## src/rtl/sfc_pkg.sv

```systemverilog
`timescale 1ns/1ps
package sfc_pkg;

    localparam int DATA_W = 32;
    localparam int ADDR_W = 6;
    localparam int OPC_W  = 8;
    localparam int TX_W   = OPC_W + DATA_W;
    localparam int CNT_W  = $clog2(TX_W + 1);
    localparam int RX_W   = 16;
    localparam int SEL_W  = 4;

    // Register offsets (software-visible decode)
    localparam logic [ADDR_W-1:0] OFF_WREN  = 6'd0;
    localparam logic [ADDR_W-1:0] OFF_WRDI  = 6'd1;
    localparam logic [ADDR_W-1:0] OFF_WRSR  = 6'd2;
    localparam logic [ADDR_W-1:0] OFF_RDSR  = 6'd3;
    localparam logic [ADDR_W-1:0] OFF_SERA  = 6'd4;
    localparam logic [ADDR_W-1:0] OFF_SSERA = 6'd5;
    localparam logic [ADDR_W-1:0] OFF_CTRL  = 6'd8;
    localparam logic [ADDR_W-1:0] OFF_WNVC  = 6'd13;
    localparam logic [ADDR_W-1:0] OFF_RNVC  = 6'd14;
    localparam logic [ADDR_W-1:0] OFF_RFLG  = 6'd15;
    localparam logic [ADDR_W-1:0] OFF_CFLG  = 6'd16;
    localparam logic [ADDR_W-1:0] OFF_CHIP  = 6'd17;
    localparam logic [ADDR_W-1:0] OFF_DIE   = 6'd18;
    localparam logic [ADDR_W-1:0] OFF_A4ON  = 6'd19;
    localparam logic [ADDR_W-1:0] OFF_A4OFF = 6'd20;
    localparam logic [ADDR_W-1:0] OFF_PROT  = 6'd21;
    localparam logic [ADDR_W-1:0] OFF_RID   = 6'd22;

    typedef enum logic [1:0] {
        ST_IDLE,
        ST_RUN,
        ST_FIN
    } fsm_e;

    typedef struct packed {
        logic              valid;
        logic [OPC_W-1:0]  op;
        logic [DATA_W-1:0] opnd;   // left aligned
        logic [CNT_W-1:0]  nbits;  // total frame bits
        logic              swap;   // 16-bit reply, LSB byte first
        logic              set4;
        logic              clr4;
    } cmd_t;

endpackage

```

## src/rtl/sfc_decode.sv

```systemverilog
`timescale 1ns/1ps
module sfc_decode
    import sfc_pkg::*;
(
    input  logic [ADDR_W-1:0] off,
    input  logic              is_rd,
    input  logic              is_wr,
    input  logic [DATA_W-1:0] wdata,
    input  logic              addr4,
    output cmd_t              cmd
);

    logic [CNT_W-1:0] tx_bits;
    logic [CNT_W-1:0] rx_bits;

    always_comb begin
        cmd     = '0;
        tx_bits = '0;
        rx_bits = '0;
        if (is_wr) begin
            case (off)
                OFF_WREN: begin
                    cmd.valid = wdata[0];
                    cmd.op    = 8'h06;
                end
                OFF_WRDI: begin
                    cmd.valid = wdata[0];
                    cmd.op    = 8'h04;
                end
                OFF_WRSR, OFF_PROT: begin
                    cmd.valid = 1'b1;
                    cmd.op    = 8'h01;
                    cmd.opnd  = {wdata[7:0], 24'h0};
                    tx_bits   = CNT_W'(8);
                end
                OFF_SERA, OFF_SSERA: begin
                    cmd.valid = 1'b1;
                    cmd.op    = (off == OFF_SERA) ? 8'hD8 : 8'h20;
                    cmd.opnd  = addr4 ? wdata : {wdata[23:0], 8'h0};
                    tx_bits   = addr4 ? CNT_W'(32) : CNT_W'(24);
                end
                OFF_WNVC: begin
                    cmd.valid = 1'b1;
                    cmd.op    = 8'hB1;
                    cmd.opnd  = {wdata[7:0], wdata[15:8], 16'h0};
                    tx_bits   = CNT_W'(16);
                end
                OFF_CFLG: begin
                    cmd.valid = 1'b1;
                    cmd.op    = 8'h50;
                end
                OFF_CHIP: begin
                    cmd.valid = wdata[0];
                    cmd.op    = 8'hC7;
                end
                OFF_DIE: begin
                    cmd.valid = wdata[0];
                    cmd.op    = 8'hC4;
                end
                OFF_A4ON: begin
                    cmd.valid = wdata[0];
                    cmd.op    = 8'hB7;
                    cmd.set4  = 1'b1;
                end
                OFF_A4OFF: begin
                    cmd.valid = wdata[0];
                    cmd.op    = 8'hE9;
                    cmd.clr4  = 1'b1;
                end
                default: cmd = '0;
            endcase
        end else if (is_rd) begin
            case (off)
                OFF_RDSR: begin
                    cmd.valid = 1'b1;
                    cmd.op    = 8'h05;
                    rx_bits   = CNT_W'(8);
                end
                OFF_RNVC: begin
                    cmd.valid = 1'b1;
                    cmd.op    = 8'hB5;
                    cmd.swap  = 1'b1;
                    rx_bits   = CNT_W'(16);
                end
                OFF_RFLG: begin
                    cmd.valid = 1'b1;
                    cmd.op    = 8'h70;
                    rx_bits   = CNT_W'(8);
                end
                OFF_RID: begin
                    cmd.valid = 1'b1;
                    cmd.op    = 8'h9F;
                    rx_bits   = CNT_W'(24);
                end
                default: cmd = '0;
            endcase
        end
        cmd.nbits = CNT_W'(OPC_W) + tx_bits + rx_bits;
    end

endmodule

```

## src/rtl/sfc_shift.sv

```systemverilog
`timescale 1ns/1ps
module sfc_shift
    import sfc_pkg::*;
(
    input  logic             clk,
    input  logic             rst_n,
    input  logic             start,
    input  logic [TX_W-1:0]  tx_data,
    input  logic [CNT_W-1:0] nbits,
    input  logic             miso,
    output logic             busy,
    output logic             done,
    output logic             sck,
    output logic             mosi,
    output logic [RX_W-1:0]  rx
);

    typedef struct packed {
        logic             busy;
        logic             sck;
        logic             done;
        logic [CNT_W-1:0] cnt;
        logic [TX_W-1:0]  tx;
        logic [RX_W-1:0]  rx;
    } sh_t;

    sh_t sh_d, sh_q;

    always_comb begin
        sh_d      = sh_q;
        sh_d.done = 1'b0;
        if (!sh_q.busy) begin
            if (start) begin
                sh_d.busy = 1'b1;
                sh_d.sck  = 1'b0;
                sh_d.tx   = tx_data;
                sh_d.cnt  = nbits;
            end
        end else if (!sh_q.sck) begin
            // rising edge: capture reply bit
            sh_d.sck = 1'b1;
            sh_d.rx  = {sh_q.rx[RX_W-2:0], miso};
        end else begin
            // falling edge: present next bit
            sh_d.sck = 1'b0;
            sh_d.tx  = {sh_q.tx[TX_W-2:0], 1'b0};
            if (sh_q.cnt == CNT_W'(1)) begin
                sh_d.busy = 1'b0;
                sh_d.done = 1'b1;
            end else begin
                sh_d.cnt = sh_q.cnt - CNT_W'(1);
            end
        end
    end

    always_ff @(posedge clk or negedge rst_n) begin
        if (!rst_n) sh_q <= '0;
        else        sh_q <= sh_d;
    end

    assign busy = sh_q.busy;
    assign done = sh_q.done;
    assign sck  = sh_q.sck;
    assign mosi = sh_q.tx[TX_W-1];
    assign rx   = sh_q.rx;

endmodule

```

## src/rtl/sfc_cmd_engine.sv

```systemverilog
`timescale 1ns/1ps
module sfc_cmd_engine
    import sfc_pkg::*;
#(
    parameter int NCS = 3
) (
    input  logic              clk,
    input  logic              rst_n,
    input  logic [5:0]        csr_addr,
    input  logic              csr_rd,
    input  logic              csr_wr,
    input  logic [31:0]       csr_wdata,
    output logic [31:0]       csr_rdata,
    output logic              csr_wait,
    output logic              csr_rvalid,
    output logic [NCS-1:0]    flash_cs_n,
    output logic              flash_sck,
    output logic              flash_mosi,
    input  logic              flash_miso,
    output logic              flash_oe
);

    typedef struct packed {
        fsm_e              fsm;
        logic [SEL_W-1:0]  sel;
        logic              rel;
        logic              addr4;
        logic              rvalid;
        logic [DATA_W-1:0] rdata;
    } top_t;

    top_t top_d, top_q;

    logic             is_rd, is_wr, req;
    cmd_t             cmd;
    logic             start;
    logic             wait_c;
    logic             shift_busy, shift_done, sck_int, mosi_int;
    logic [RX_W-1:0]  rx;
    logic [NCS-1:0]   cs_int;
    logic [DATA_W-1:0] result;

    assign is_rd = csr_rd;
    assign is_wr = csr_wr & ~csr_rd;
    assign req   = csr_rd | csr_wr;

    sfc_decode u_dec (
        .off   (csr_addr),
        .is_rd (is_rd),
        .is_wr (is_wr),
        .wdata (csr_wdata),
        .addr4 (top_q.addr4),
        .cmd   (cmd)
    );

    sfc_shift u_sh (
        .clk     (clk),
        .rst_n   (rst_n),
        .start   (start),
        .tx_data ({cmd.op, cmd.opnd}),
        .nbits   (cmd.nbits),
        .miso    (flash_miso),
        .busy    (shift_busy),
        .done    (shift_done),
        .sck     (sck_int),
        .mosi    (mosi_int),
        .rx      (rx)
    );

    assign result = cmd.swap ? {16'h0, rx[7:0], rx[15:8]} : {24'h0, rx[7:0]};

    always_comb begin
        top_d        = top_q;
        top_d.rvalid = 1'b0;
        start        = 1'b0;
        wait_c       = 1'b0;
        case (top_q.fsm)
            ST_IDLE: begin
                if (req) begin
                    if (cmd.valid) begin
                        start     = 1'b1;
                        wait_c    = 1'b1;
                        top_d.fsm = ST_RUN;
                    end else begin
                        top_d.rvalid = is_rd;
                        top_d.rdata  = '0;
                        if (csr_addr == OFF_CTRL) begin
                            if (is_rd)
                                top_d.rdata = {24'h0, top_q.sel, 3'b000, top_q.rel};
                            if (is_wr) begin
                                top_d.sel = csr_wdata[7:4];
                                top_d.rel = csr_wdata[0];
                            end
                        end
                    end
                end
            end
            ST_RUN: begin
                wait_c = 1'b1;
                if (shift_done) top_d.fsm = ST_FIN;
            end
            ST_FIN: begin
                top_d.fsm    = ST_IDLE;
                top_d.rvalid = is_rd;
                top_d.rdata  = is_rd ? result : '0;
                if (cmd.set4) top_d.addr4 = 1'b1;
                if (cmd.clr4) top_d.addr4 = 1'b0;
            end
            default: top_d.fsm = ST_IDLE;
        endcase
    end

    always_ff @(posedge clk or negedge rst_n) begin
        if (!rst_n) begin
            top_q     <= '0;
            top_q.fsm <= ST_IDLE;
        end else begin
            top_q <= top_d;
        end
    end

    for (genvar gi = 0; gi < NCS; gi++) begin : g_cs
        assign cs_int[gi] = ~(shift_busy && (top_q.sel == SEL_W'(gi)));
    end

    assign flash_cs_n = cs_int;
    assign flash_sck  = sck_int;
    assign flash_mosi = mosi_int;
    assign flash_oe   = ~top_q.rel;
    assign csr_wait   = wait_c;
    assign csr_rvalid = top_q.rvalid;
    assign csr_rdata  = top_q.rdata;

endmodule

```

## config.mk

```make
export PLATFORM = sky130hd
export DESIGN_NAME = sfc_cmd_engine
export DESIGN_NICKNAME = d
export VERILOG_FILES = /design/src/rtl/sfc_pkg.sv /design/src/rtl/sfc_decode.sv /design/src/rtl/sfc_shift.sv /design/src/rtl/sfc_cmd_engine.sv
export SDC_FILE = /design/constraint.sdc
export NUM_CORES = 1
export LEC_CHECK = 0
export BUFFER_PORTS_ARGS = -buffer_cell sky130_fd_sc_hd__buf_2
export CAP_MARGIN = 20
export CORE_MARGIN = 2
export CORE_UTILIZATION = 35
export DETAILED_ROUTE_END_ITERATION = 12
export SLEW_MARGIN = 20
export SYNTH_ARGS = -nofsm -noshare
export SYNTH_HDL_FRONTEND = slang
export SYNTH_SLANG_ARGS = --single-unit
```

## constraint.sdc

```tcl
create_clock -name clk -period 2.2 [get_ports clk]
set_input_delay 0.44 -clock clk [delete_from_list [all_inputs] [get_ports clk]]
set_output_delay 0.44 -clock clk [all_outputs]
set_load 0.02 [all_outputs]
```

* Yosys cells after proc, flatten, opt, wreduce, memory -nomap -nowiden
Cells that the tools add are included.
** Word-level totals
- Bits in registers :: 106
- Output and inout bits :: 40
- Bits of input ports :: 43
- Logic and storage cells :: 117
** Operators by class
- Mux-type cells :: 47
- Add/sub/neg operators :: 3
- Reductions and logical operators :: 19
- Equality and inequality tests :: 27
- Bitwise operators :: 9
** Operators by type and width (count)
- 50-bit 2-to-1 mux :: 2
- 32-bit one-hot mux with 3 select lines :: 1
- 46-bit 2-to-1 mux :: 2
- 9-bit one-hot mux with 10 select lines :: 1
- 33-bit 2-to-1 mux :: 2
- 33-bit one-hot mux with 2 select lines :: 1
- 47-bit 2-to-1 mux :: 1
- 6-bit by 5-bit equality test with 1-bit output (second input constant) :: 7
- 9-bit one-hot mux with 4 select lines :: 1
- 16-bit 2-to-1 mux :: 2
- 32-bit 2-to-1 mux :: 1
- 6-bit 2-to-1 mux :: 5
- 6-bit by 4-bit equality test with 1-bit output (second input constant) :: 4
- 8-bit 2-to-1 mux :: 3
- 6-bit one-hot mux with 3 select lines :: 1
- 5-bit 2-to-1 mux :: 3
- 5-bit one-hot mux with 3 select lines :: 1
- 1-bit 2-to-1 mux :: 13
- 6-bit by 1-bit equality test with 1-bit output (second input constant) :: 2
- 6-bit by 2-bit equality test with 1-bit output (second input constant) :: 2
- 6-bit by 3-bit equality test with 1-bit output (second input constant) :: 2
- 2-bit != test (second input constant) :: 5
- 3-bit AND reduction :: 3
- 2-bit 2-to-1 mux :: 4
- 22 further kinds :: 36

* Longest topological paths before layout
Gate-level depths: netlist (run 1).
- Depth after elaboration :: 9
- Depth in mapped cells :: 12
- Mapped depth without buffers :: 10

* Cells and area by module
Synthesis (run 1) repeated with hierarchy kept, for this count alone.
** Second synthesis, totals
- Cell total of the unflattened synthesis :: 628
- Area total of the unflattened synthesis :: 5838.1 µm²
** Modules (own cells, without submodules)
- sfc_shift :: instances 1, seq. area each 1626.6 µm², area each 3201.8 µm², cells an instance 305
- sfc_cmd_engine :: instances 1, seq. area each 625.6 µm², area each 1435.1 µm², cells an instance 126
- sfc_decode :: instances 1, seq. area each 0.0 µm², area each 1201.2 µm², cells an instance 197

* Worst setup path after synthesis (run 1)
No wires, ideal clock.
- Kind :: input to register
- From :: in csr_addr[4]
- To :: reg u_sh.sh_q[61] in the netlist's numbering
- Buffers on the path :: 2
- Data required time :: 2099 ps
- Slack :: -589 ps
- Arrival time :: 2688 ps
- Library setup time :: 101 ps
- Stages :: 12
- Path through :: clkbuf_1 -> buf_2 -> inv_1 -> nand2_1 -> o41ai_2 -> nor2b_1 -> ha_1 -> ha_1 -> xor2_1 -> xnor2_1 -> a21oi_1 -> o32ai_1
** Between the ends
- Cells in the longest elaborated chain, start to end :: 9
- Elaborated cells on any way between the ends :: 37
- Classes of those cells :: 2 x add/sub; 15 x eq/ne; 14 x mux; 6 x reduce/logical
** Ends and longest elaborated chain
- start: declaration :: RTL line sfc_cmd_engine.sv:9 : input logic [5:0] csr_addr,
- parallel branches: the longest is 9 deep, another holds 4-bit by 6-bit adder with 6-bit output
- end signal: assignment :: RTL line sfc_shift.sv:57 : if (!rst_n) sh_q <= '0;
- end signal: assignment :: RTL line sfc_shift.sv:58 : else sh_q <= sh_d;
- end: declaration :: RTL line sfc_shift.sv:27 : sh_t sh_d, sh_q;
Parallel ways; which one is timed is not known. The select of a mux whose other input is x is not followed.
A chain may end at the register's enable or synchronous reset.

* Final worst setup path (run 1)
- From :: in csr_addr[3]
- To :: out csr_wait
** Between the ends
- Cells in the longest elaborated chain, start to end :: 7
- Elaborated cells on any way between the ends :: 25
- Classes of those cells :: 15 x eq/ne; 7 x mux; 3 x reduce/logical
** Ends and longest elaborated chain
- 6-bit by 3-bit equality test with 1-bit output (tied with other cells) :: RTL line sfc_decode.sv:21 : case (off)
- 2-bit OR reduction / 9-bit one-hot mux with 4 select lines (equally long branches) :: RTL line sfc_decode.sv:21, sfc_decode.sv:73
- 9-bit one-hot mux with 10 select lines / 50-bit 2-to-1 mux (equally long branches) :: RTL line sfc_decode.sv:21, sfc_decode.sv:72
- 50-bit 2-to-1 mux (*) :: RTL line sfc_decode.sv:20 : if (is_wr) begin
- 1-bit 2-to-1 mux (*) :: RTL line sfc_cmd_engine.sv:80 : if (cmd.valid) begin
- 1-bit 2-to-1 mux (*) :: RTL line sfc_cmd_engine.sv:79 : if (req) begin
- 1-bit one-hot mux with 2 select lines (*) :: RTL line sfc_cmd_engine.sv:77 : case (top_q.fsm)
- end: declaration :: RTL line sfc_cmd_engine.sv:14 : output logic csr_wait,
Mark *: on every way between the ends. The rest lies on a longest branch, timed or not.

==> results of run 1 <==
## what timing repair did
| action | CTS | global route |
|---|---|---|
| endpoints found under the setup margin | 19 | 13 |
| buffers inserted | 0 | 2 |
| resized for setup | 11 | 11 |
| pin swaps | 3 | 3 |
## power by group
group	internal (uW)	total (uW)	switching [uW]
Clock	961	1630	670
Combinational	1270	2560	1300
Sequential	2150	2540	389
Total	4380	6740	2350
## area by class of cell
cell class              instances  area (sq um)
flip-flops and latches         90          2250
inverters                       9          38.8
clock buffers                  11           253
multi-input cells             364          2760
clock inverters                 5          67.6
fillers                      1382          8040
well taps                     184           230
repair buffers                145          1010
## final timing paths
check,start,end,slack [ps],cells after the start
max,csr_addr[3],csr_wait,-4,8
min,rst_n,u_sh.sh_q[60]$_DFFE_PN0P_,60,1
max reg2reg,top_q[33]$_DFFE_PN0P_,u_sh.sh_q[61]$_DFFE_PN0P_,60,10
min reg2reg,csr_rdata[3]$_DFFE_PN0P_,csr_rdata[3]$_DFFE_PN0P_,490,1
max in group asynchronous,rst_n,u_sh.sh_q[57]$_DFFE_PN0P_,1510,2
min in group clk,flash_miso,u_sh.rx[0]$_DFFE_PN0P_,330,2
## kinds of logic (layout without fill, tap and decap cells)
group	Yosys count	in the layout	share of synthesized area [%]
DFF	90	90	42.7
other	1	16	0.0711
xor gates and xnor gates	4	4	0.665
AOI/OAI and AO/OA	147	147	23.1
adders and majority gates	4	4	0.949
and+or+nand+nor	147	147	14.5
muxes	46	46	9.73
buffers and inverters	79	170	8.33
## critical path, cell delays in order
cell	delay (ps)
buf_6	130
buf_12	130
nor2b_1	150
a221oi_2	390
nor2_2	100
a21oi_2	180
a21oi_2	90
buf_4	160
## cells in the final DEF, fill, tap and decap left out, types with 16 or more instances in the layout
| cell | instances |
|---|---|
| mux2_2 | 28 |
| conb_1 | 16 |
| buf_2 | 61 |
| nand2_1 | 44 |
| a22o_1 | 26 |
| nor2_1 | 23 |
| a221o_1 | 21 |
| and3_1 | 18 |
| dfrtp_1 | 90 |
| buf_4 | 76 |
## state kept, by name, indices dropped and copies added (netlist names)
signal and flops:
top_q 8, u_sh.sh_q 45, u_sh.mosi 1, u_sh.busy 1, csr_rdata 16, u_sh.rx 16
u_sh.done 1, u_sh.sck 1, csr_rvalid 1
## per-stage QoR
stage	std cells	setup TNS, ps	worst slack [ps]
6_report	808	-3.57	-3.57
5_1_grt	808	-80.2	-40.4
4_1_cts	806	-8.94	-8.94
3_5_place_dp	790	-20390	-414
3_3_place_gp	790	-21260	-419
2_1_floorplan	533	-4780	-287
## per-layer routing
layer	GRT usage [%]	wire length, microns	vias to the layer above
met5	0	0	-
met1	24.0	6490	2272
met2	30.7	7120	145
li1	-	-	2102
met4	7.05	373	0
met3	4.05	704	31
==> flow_metrics.tcl, run 1 <==
set metrics [dict create \
    grt_usage_pct 18.6 \
    fin_hold_ws_ps 57.0 \
    io_buffer_count 66 \
    drt_iter0_drc 353 \
    ant_nets 0 \
    via_per_inst 5.63 \
    period_share_pct 100 \
    path_clk_slew_ps 60 \
    synth_area_leaders "dfrtp_1 43%, mux2_2 6.4%, buf_4 4.6%, a22o_1 4.3%, a221o_1 4.0%" \
    hold_violations 0 \
    post_dp_cell_area_sq_um 6190 \
    synthFlopType "dfrtp_1" \
    cts_hold_buf 0 \
    power_density_nw_per_um2 1020 \
    ys_seq_elements 90 \
    tightest_slew_ps 687 \
    cts_max_path_buffers 2 \
    fmax_mhz 454 \
    status "complete, but fails checks" \
    vdd.ir_drop.worst_uv 612 \
    start_util_pct 36.0 \
    end_kind "output port" \
    ios 83 \
    path_class "in -> out" \
    fp.dieH_microns 127 \
    path_max_fanout 11 \
    synth_top_area_share_pct 42.7 \
    drt-wirelength-per-cell_microns 18.2 \
    core.rowCount 44 \
    fp.dieArea_sq_um 16100 \
    antenna_found_initial 0 \
    synth.top_cells.by_count "90 x dfrtp_1, 46 x nand2_1, 32 x buf_4" \
    synth_top_area_cell "dfrtp_1" \
    detailed_place_hpwl_microns 10900 \
    cellLeakagePower_uw 0.00312 \
    gr-total-overflow 0 \
    yosysWarnings 0 \
    insertion_delay_ps 340 \
    p_total_uw 6740 \
    diodes 0 \
    drt-total-wl_microns 14700 \
    areaGrowthSynthToFinish_pct 25.3 \
    finalClockSkew_ps 4.34 \
    startpoint_type "input pin" \
    grt_setup_unrepaired "true" \
    grt_pass1_vias 4656 \
    cts_buffers 9 \
    htree_num_levels 3 \
    yosysSeqAreaShare_pct 42.7 \
    dr_total_vias 4550 \
    die_w_microns 127 \
    period_minus_slack_ps 2200 \
    place.gp.congestion 0.907 \
    synth.most_common_cell "dfrtp_1" \
    violations "setup timing" \
    drt-pass1-iter-count 5 \
    ys_async_sr_fraction_pct 100 \
    hp-class "in -> async" \
    worstPathRequired_ps 1760 \
    cts_root_buf "clkbuf_16" \
    max-cap-violations 0 \
    clock-sinks 90 \
    report.final.slew_viol_count 0 \
    drc 0 \
    grt_max_degree 40 \
    cp.arrival_ps 1760 \
    cts_tree "done" \
    core_area_sq_um 14600 \
    slew_headroom_pct 54.0 \
    fin_area_sq_um 6610 \
    setup_viol 1 \
    synth.avg_cell_area_sq_um 10.2 \
    synth_cell_type_count 70 \
    syn-cell-area_sq_um 5270 \
    synth-edff-count 0 \
    finalNetCount 666 \
    utilization_pct 45.1 \
    grt_pass1_wl_microns 24000 \
    drive_above_1_share_pct 36.5 \
    postSynthCellCount 518 \
    setup_slack_ps -3.57 \
]
Power figures use the tool's default switching activity.
==> run 2: changes to the inputs <==
--- a/config.mk
+++ b/config.mk
@@ -5,11 +5,14 @@
 export SDC_FILE = /design/constraint.sdc
 export NUM_CORES = 1
 export LEC_CHECK = 0
+export ABC_AREA = 1
 export BUFFER_PORTS_ARGS = -buffer_cell sky130_fd_sc_hd__buf_2
 export CAP_MARGIN = 20
+export CORE_ASPECT_RATIO = 1.2
 export CORE_MARGIN = 2
 export CORE_UTILIZATION = 35
 export DETAILED_ROUTE_END_ITERATION = 12
+export PLACE_DENSITY = 0.61
 export SLEW_MARGIN = 20
 export SYNTH_ARGS = -nofsm -noshare
 export SYNTH_HDL_FRONTEND = slang
==> run 2 against run 1 <==
  * The flow now finishes without violations
  * Utilization is 2.1 points lower
  * Cell count is 26% higher
  * Register-to-register slack better by 370 ps
  * Flip-flop and latch count unchanged
  * Critical path depth grew 5
  * Design area down 3.1%
  * Critical path type unchanged
  * Largest power group is now sequential cells
  * Highest routed layer unchanged
==> flow_metrics.tcl, run 2 <==
set metrics [dict create \
    status "finished, final reports clean" \
    io_buffer_count 66 \
    diodes 0 \
    place.gp.congestion 0.837 \
    fmax_mhz 475 \
    die_w_microns 116 \
    antenna_found_initial 0 \
    ys_async_sr_fraction_pct 100 \
    yosysSeqAreaShare_pct 42.6 \
    ys_seq_elements 90 \
    ant_nets 0 \
    synth_top_area_cell "dfrtp_1" \
    cts_max_path_buffers 2 \
    dp_cells 998 \
    drive_above_1_share_pct 20.6 \
    areaGrowthSynthToFinish_pct 21.1 \
    startpoint_type "input pin" \
    syn-cell-area_sq_um 5290 \
    cp.arrival_ps 1660 \
    synth.avg_cell_area_sq_um 7.31 \
    finalNetCount 856 \
    drt-pass1-iter-count 7 \
    path_max_fanout 4 \
    cts_tree "done" \
    dr_total_vias 4827 \
    path_class "in -> out" \
    hold_violations 0 \
    grt_max_degree 46 \
    grt_usage_pct 17.9 \
    tightest_slew_ps 567 \
    ff2ff_setup_slack_ps 430 \
    hp-class "in -> async" \
    drt-total-wl_microns 13900 \
    fp.dieArea_sq_um 16100 \
    end_kind "output port" \
    synth_area_leaders "dfrtp_1 43%, nand2_1 18%, nand3_1 7.5%, buf_4 5.4%, o21ai_0 5.1%" \
    layout_common_cells "244 x nand2_1, 90 x dfrtp_1, 78 x nand3_1, 63 x buf_2, 58 x inv_1" \
    postSynthCellCount 724 \
    via_per_inst 4.74 \
    htree_num_levels 3 \
    path_clk_slew_ps 70 \
    cellLeakagePower_uw 0.00333 \
    post_dp_cell_area_sq_um 6010 \
    core_area_sq_um 14900 \
    detailed_place_hpwl_microns 10100 \
    fin_area_sq_um 6400 \
    yosysWarnings 0 \
    regMostFlops "u_sh.sh_q" \
    grt_pass1_wl_microns 23100 \
    max-cap-violations 0 \
    clock-sinks 90 \
    drt-wirelength-per-cell_microns 13.6 \
    period_share_pct 95.6 \
    insertion_delay_ps 350 \
    synth.top_cells.by_count "249 x nand2_1, 90 x dfrtp_1, 79 x nand3_1" \
    setup_viol 0 \
    final_common_cell "nand2_1" \
    slew_headroom_pct 62.1 \
    synth-edff-count 0 \
    drt_iter0_drc 291 \
    cts_buffers 9 \
    finalNonFillerCells 1018 \
    fill_cells 1570 \
    grt_pass1_vias 4556 \
    fp.dieH_microns 139 \
    core.rowCount 49 \
    utilization_pct 43.0 \
    finalClockSkew_ps 5.22 \
    drc 0 \
    power_density_nw_per_um2 559 \
    synth_top_area_share_pct 42.6 \
    worstPathRequired_ps 1760 \
    largest_reg_flops 45 \
    synth_cell_type_count 37 \
    synthFlopType "dfrtp_1" \
    start_util_pct 35.5 \
    ios 83 \
    period_minus_slack_ps 2100 \
    gr-total-overflow 0 \
    synth.most_common_cell "nand2_1" \
    report.final.slew_viol_count 0 \
    vdd.ir_drop.worst_uv 402 \
    cts_root_buf "clkbuf_16" \
]
run 2: cell types whose count changed in the layout (fill, tap and decap cells not counted), moves of 21 or more:
cell	previous run	this run
a221o_1	21	0
buf_4	76	49
inv_1	7	58
mux2_2	28	4
nand2_1	44	244
nand3_1	7	78
o21ai_0	13	54
run 2: area by class of cell:
type	count	area [sq um]	share of cell area, %
Timing Repair Buffer	120	826	12.9
Clock buffer	9	225	3.52
Multi-Input combinational cell	526	2520	39.4
Clock inverter	7	90.1	1.41
Inverter	62	233	3.63
Sequential cell	90	2250	35.2
Tap cell	204	255	3.99
run 2: path summary, 6_finish.rpt:
check                                           start                        end  depth (start not counted)
max in group asynchronous                       rst_n  u_sh.sh_q[28]$_DFFE_PN0P_                          2
worst min register to register    u_sh.done$_DFF_PN0_      top_q[39]$_DFFE_PN0P_                          1
worst max register to register  top_q[33]$_DFFE_PN0P_  u_sh.sh_q[61]$_DFFE_PN0P_                         11
worst min-delay path                            rst_n   csr_rdata[4]$_DFFE_PN0P_                          1
min in group clk                           flash_miso     u_sh.rx[0]$_DFFE_PN0P_                          3
worst max-delay path                      csr_addr[2]                   csr_wait                         13
run 2: timing repair:
| item | in CTS | in global routing |
|---|---|---|
| buffers inserted | 0 | 4 |
| setup endpoints to repair | 1 | 2 |
| pin swaps | 0 | 5 |
| hold buffers | 0 | 0 |
| cloned | 0 | 0 |
| resized for setup | 2 | 15 |
run 2: per-layer routing:
metal / vias up / global-route usage (%) / share of wire [%] / wire (microns)
met5: - / 0 / 0 / 0
met4: 0 / 4.89 / 1.4 / 197
li1: 2485 / - / - / -
met2: 118 / 28.1 / 46 / 6410
met3: 13 / 3.15 / 4.3 / 596
met1: 2211 / 25.5 / 48 / 6670
run 2: critical path: stages:
cell and delay (ps):
buf_4 130, inv_2 90, nand2_2 80, nor2_4 140, nand2_1 80, nand2_1 90
nor2_1 50, nand2_1 60, nand3_1 100, nand2_2 100, nand2_1 80, nand2_2 100
buf_6 120
run 2: kinds of logic (layout without fill, tap and decap cells):
| kind of cell | count (synthesis) | in the layout | synth area share, % |
|---|---|---|---|
| mux | 4 | 4 | 0.851 |
| simple gates | 392 | 392 | 31.1 |
| fa+ha+maj | 4 | 4 | 0.946 |
| flops | 90 | 90 | 42.6 |
| buf+inv | 123 | 198 | 11.8 |
| other cells | 1 | 16 | 0.0709 |
| xor+xnor | 2 | 2 | 0.331 |
| compound gates | 108 | 108 | 12.3 |
run 2: per-stage QoR:
| stage | setup TNS [ps] | hold slack, ps | power (uW) | setup slack [ps] |
|---|---|---|---|---|
| after floorplan | 0 | 144 | 1830 | 28.0 |
| after global placement | -364 | 437 | 1950 | -69.4 |
| after detailed placement | -118 | 437 | 1950 | -104 |
| after CTS | 0 | 61.3 | 3610 | 1.48 |
| after global routing | -2.96 | 85.2 | 3720 | -2.96 |
| final | 0 | 45.3 | 3580 | 96.1 |
run 2: where the power goes:
| part | total, uW | switching, uW | internal [uW] |
|---|---|---|---|
| clock network | 1650 | 737 | 918 |
| logic | 246 | 158 | 87.6 |
| registers | 1680 | 13.4 | 1670 |
==> run 3: changes to the inputs <==
--- a/config.mk
+++ b/config.mk
@@ -8,11 +8,11 @@
 export ABC_AREA = 1
 export BUFFER_PORTS_ARGS = -buffer_cell sky130_fd_sc_hd__buf_2
 export CAP_MARGIN = 20
-export CORE_ASPECT_RATIO = 1.2
+export CORE_ASPECT_RATIO = 0.9
 export CORE_MARGIN = 2
 export CORE_UTILIZATION = 35
 export DETAILED_ROUTE_END_ITERATION = 12
-export PLACE_DENSITY = 0.61
+export PLACE_DENSITY = 0.59
 export SLEW_MARGIN = 20
 export SYNTH_ARGS = -nofsm -noshare
 export SYNTH_HDL_FRONTEND = slang
==> constraint.sdc (replaced) <==
create_clock -name clk -period 2.5 [get_ports clk]
set_input_delay 0.5 -clock clk [delete_from_list [all_inputs] [get_ports clk]]
set_output_delay 0.5 -clock clk [all_outputs]
set_load 0.02 [all_outputs]
==> run 3 against run 2 <==
  * Sequential power down 12%
  * Via count decreased by 1.1%
  * Global-route usage is 0.094 points lower
  * Combinational power is 22% lower
  * Die area about the same
  * Clock power is 16% lower
  * Cell count decreased by 3.2%
  * Sequential share of layout area up 1.8 points
  * Register-to-register slack improved by 270 ps
==> flow_metrics.tcl, run 3 (synthesized netlist as in run 2, its figures left out) <==
set metrics [dict create \
    setup_viol 0 \
    regArea_sq_um 2250 \
    ff2ff_path_depth 6 \
    core_area_sq_um 14800 \
    largest_reg_flops 45 \
    max-cap-violations 0 \
    fin_hold_ws_ps 137 \
    layout_common_cells "249 x nand2_1, 90 x dfrtp_1, 79 x nand3_1, 65 x buf_2, 59 x inv_1" \
    path_max_fanout 8 \
    areaGrowthSynthToFinish_pct 15.3 \
    cts_buffers 9 \
    power_density_nw_per_um2 503 \
    status "finished, final reports clean" \
    drt-total-wl_microns 13700 \
    diodes 0 \
    gr-total-overflow 0 \
    ff2ff_setup_slack_ps 700 \
    cts_hold_buf 0 \
    insertion_delay_ps 350 \
    path_class "in -> out" \
    path_clk_slew_ps 60 \
    period_share_pct 93.7 \
    final_common_cell "nand2_1" \
    end_kind "output port" \
    finalNetCount 829 \
    io_buffer_count 66 \
    die_w_microns 134 \
    grt_pass1_wl_microns 22900 \
    cts_tree "done" \
    dp_cells 969 \
    cellLeakagePower_uw 0.00317 \
    hold_violations 0 \
    r2r-start "u_sh.busy$_DFF_PN0_" \
    drt-wirelength-per-cell_microns 13.9 \
    crit_path_frequent_cell "nand2_1" \
    multi_input_area_sq_um 2470 \
    critPathMaxStageDelay_ps 210 \
    drive_above_1_share_pct 16.3 \
    antenna_found_initial 0 \
    ant_nets 0 \
    cts_resized 0 \
    slowest_stage "nor2_4" \
    grt_max_degree 46 \
    tns_ps 0 \
    grt_usage_pct 17.9 \
    grt_pass1_vias 4486 \
    reg2reg_to "u_sh.mosi$_DFFE_PN0P_" \
    drt-pass1-iter-count 5 \
    place.gp.congestion 0.936 \
    finalClockSkew_ps 6.53 \
    seq_power_share_pct 48.3 \
    via_per_inst 4.85 \
    dr_total_vias 4773 \
    slew_headroom_pct 62.1 \
    fill_cells 1599 \
    worstPathRequired_ps 2000 \
    clock-sinks 90 \
    pwr-share-comb_pct 6.2 \
    hp-class "in -> async" \
    grt_setup_unrepaired "false" \
    start_util_pct 35.8 \
    drt_iter0_drc 399 \
    pwr-share-clk_pct 45.5 \
    power.internal_uw 2330 \
    ios 83 \
    fp.dieArea_sq_um 16100 \
    post_cts_buffers 0 \
    htree_num_levels 3 \
    finalNonFillerCells 985 \
    core.rowCount 42 \
    drc 0 \
    cts_max_path_buffers 2 \
    period_minus_slack_ps 2340 \
    crit_chain "buf_2 > nor2_4 > nand3_2 > buf_4 > nand3_1 > nor2_1 > nand2_1 > nand3_1 > nand2_1 > nand2_1 > nand2_1 > buf_2" \
    tightest_slew_ps 565 \
    startpoint_type "input pin" \
    vdd.ir_drop.worst_uv 292 \
    regMostFlops "u_sh.sh_q" \
    fp.dieH_microns 121 \
    fmax_mhz 427 \
    cp.arrival_ps 1840 \
    p_sw_uw 734 \
    report.final.slew_viol_count 0 \
    switching_share_pct 23.9 \
    detailed_place_hpwl_microns 9800 \
    cts_root_buf "clkbuf_16" \
]
## run 3: cell count changes in the layout (fill, tap and decap cells not counted), sizes merged
cell      delta
clkinv       +3
clkinvlp     +1
clkbuf       +1
buf         -27
inv          -5
## run 3: worst max-delay path: cells and delay by family
kind                   cells  cell delay [ps]
AND/OR/NAND/NOR            9              880
buffers and inverters      3              450
## run 3: how the worst max path moves through the flow
stage	slack, ps	end	start	depth (start not counted)
2_1_floorplan	170	u_sh.sh_q[61]$_DFFE_PN0P_	csr_addr[4]	13
3_3_place_gp	130	u_sh.sh_q[61]$_DFFE_PN0P_	csr_addr[4]	14
3_5_place_dp	100	u_sh.sh_q[61]$_DFFE_PN0P_	csr_addr[4]	17
4_1_cts	140	csr_wait	csr_addr[4]	10
5_1_grt	30	csr_wait	csr_addr[4]	10
6_report	160	csr_wait	csr_addr[4]	12
## run 3: stage by stage
| stage | area (sq um) | power, uW | setup WS, ps | utilization [%] |
|---|---|---|---|---|
| finish | 6100 | 3070 | 157 | 41.3 |
| global route | 6100 | 3200 | 28.0 | 41.3 |
| CTS | 6090 | 3110 | 137 | 41.3 |
| detailed placement | 5790 | 1700 | 98.8 | 39.2 |
| global placement | 5790 | 1700 | 134 | 39.2 |
| floorplan | 5350 | 1610 | 167 | - |
## run 3: power by group through the flow
stage	clock (uW)	combinational (uW)	sequential [uW]
final	1390	191	1480
after global routing	1500	213	1480
after CTS	1440	191	1480
after detailed placement	0	190	1510
after global placement	0	192	1510
after floorplan	0	101	1500
## run 3: layout make-up
class	instances	area share [%]
multi-input cells	526	40.5
flip-flops and latches	90	36.9
repair buffers	93	9.66
well taps	198	4.06
clock buffers	10	3.92
inverters	62	3.82
clock inverters	6	1.07
## run 3: per-layer routing
metal	GRT usage [%]	part of all wire, %
met5	0	0
met4	6.32	1.5
met2	26.8	45
met3	3.35	4.2
met1	25.7	49
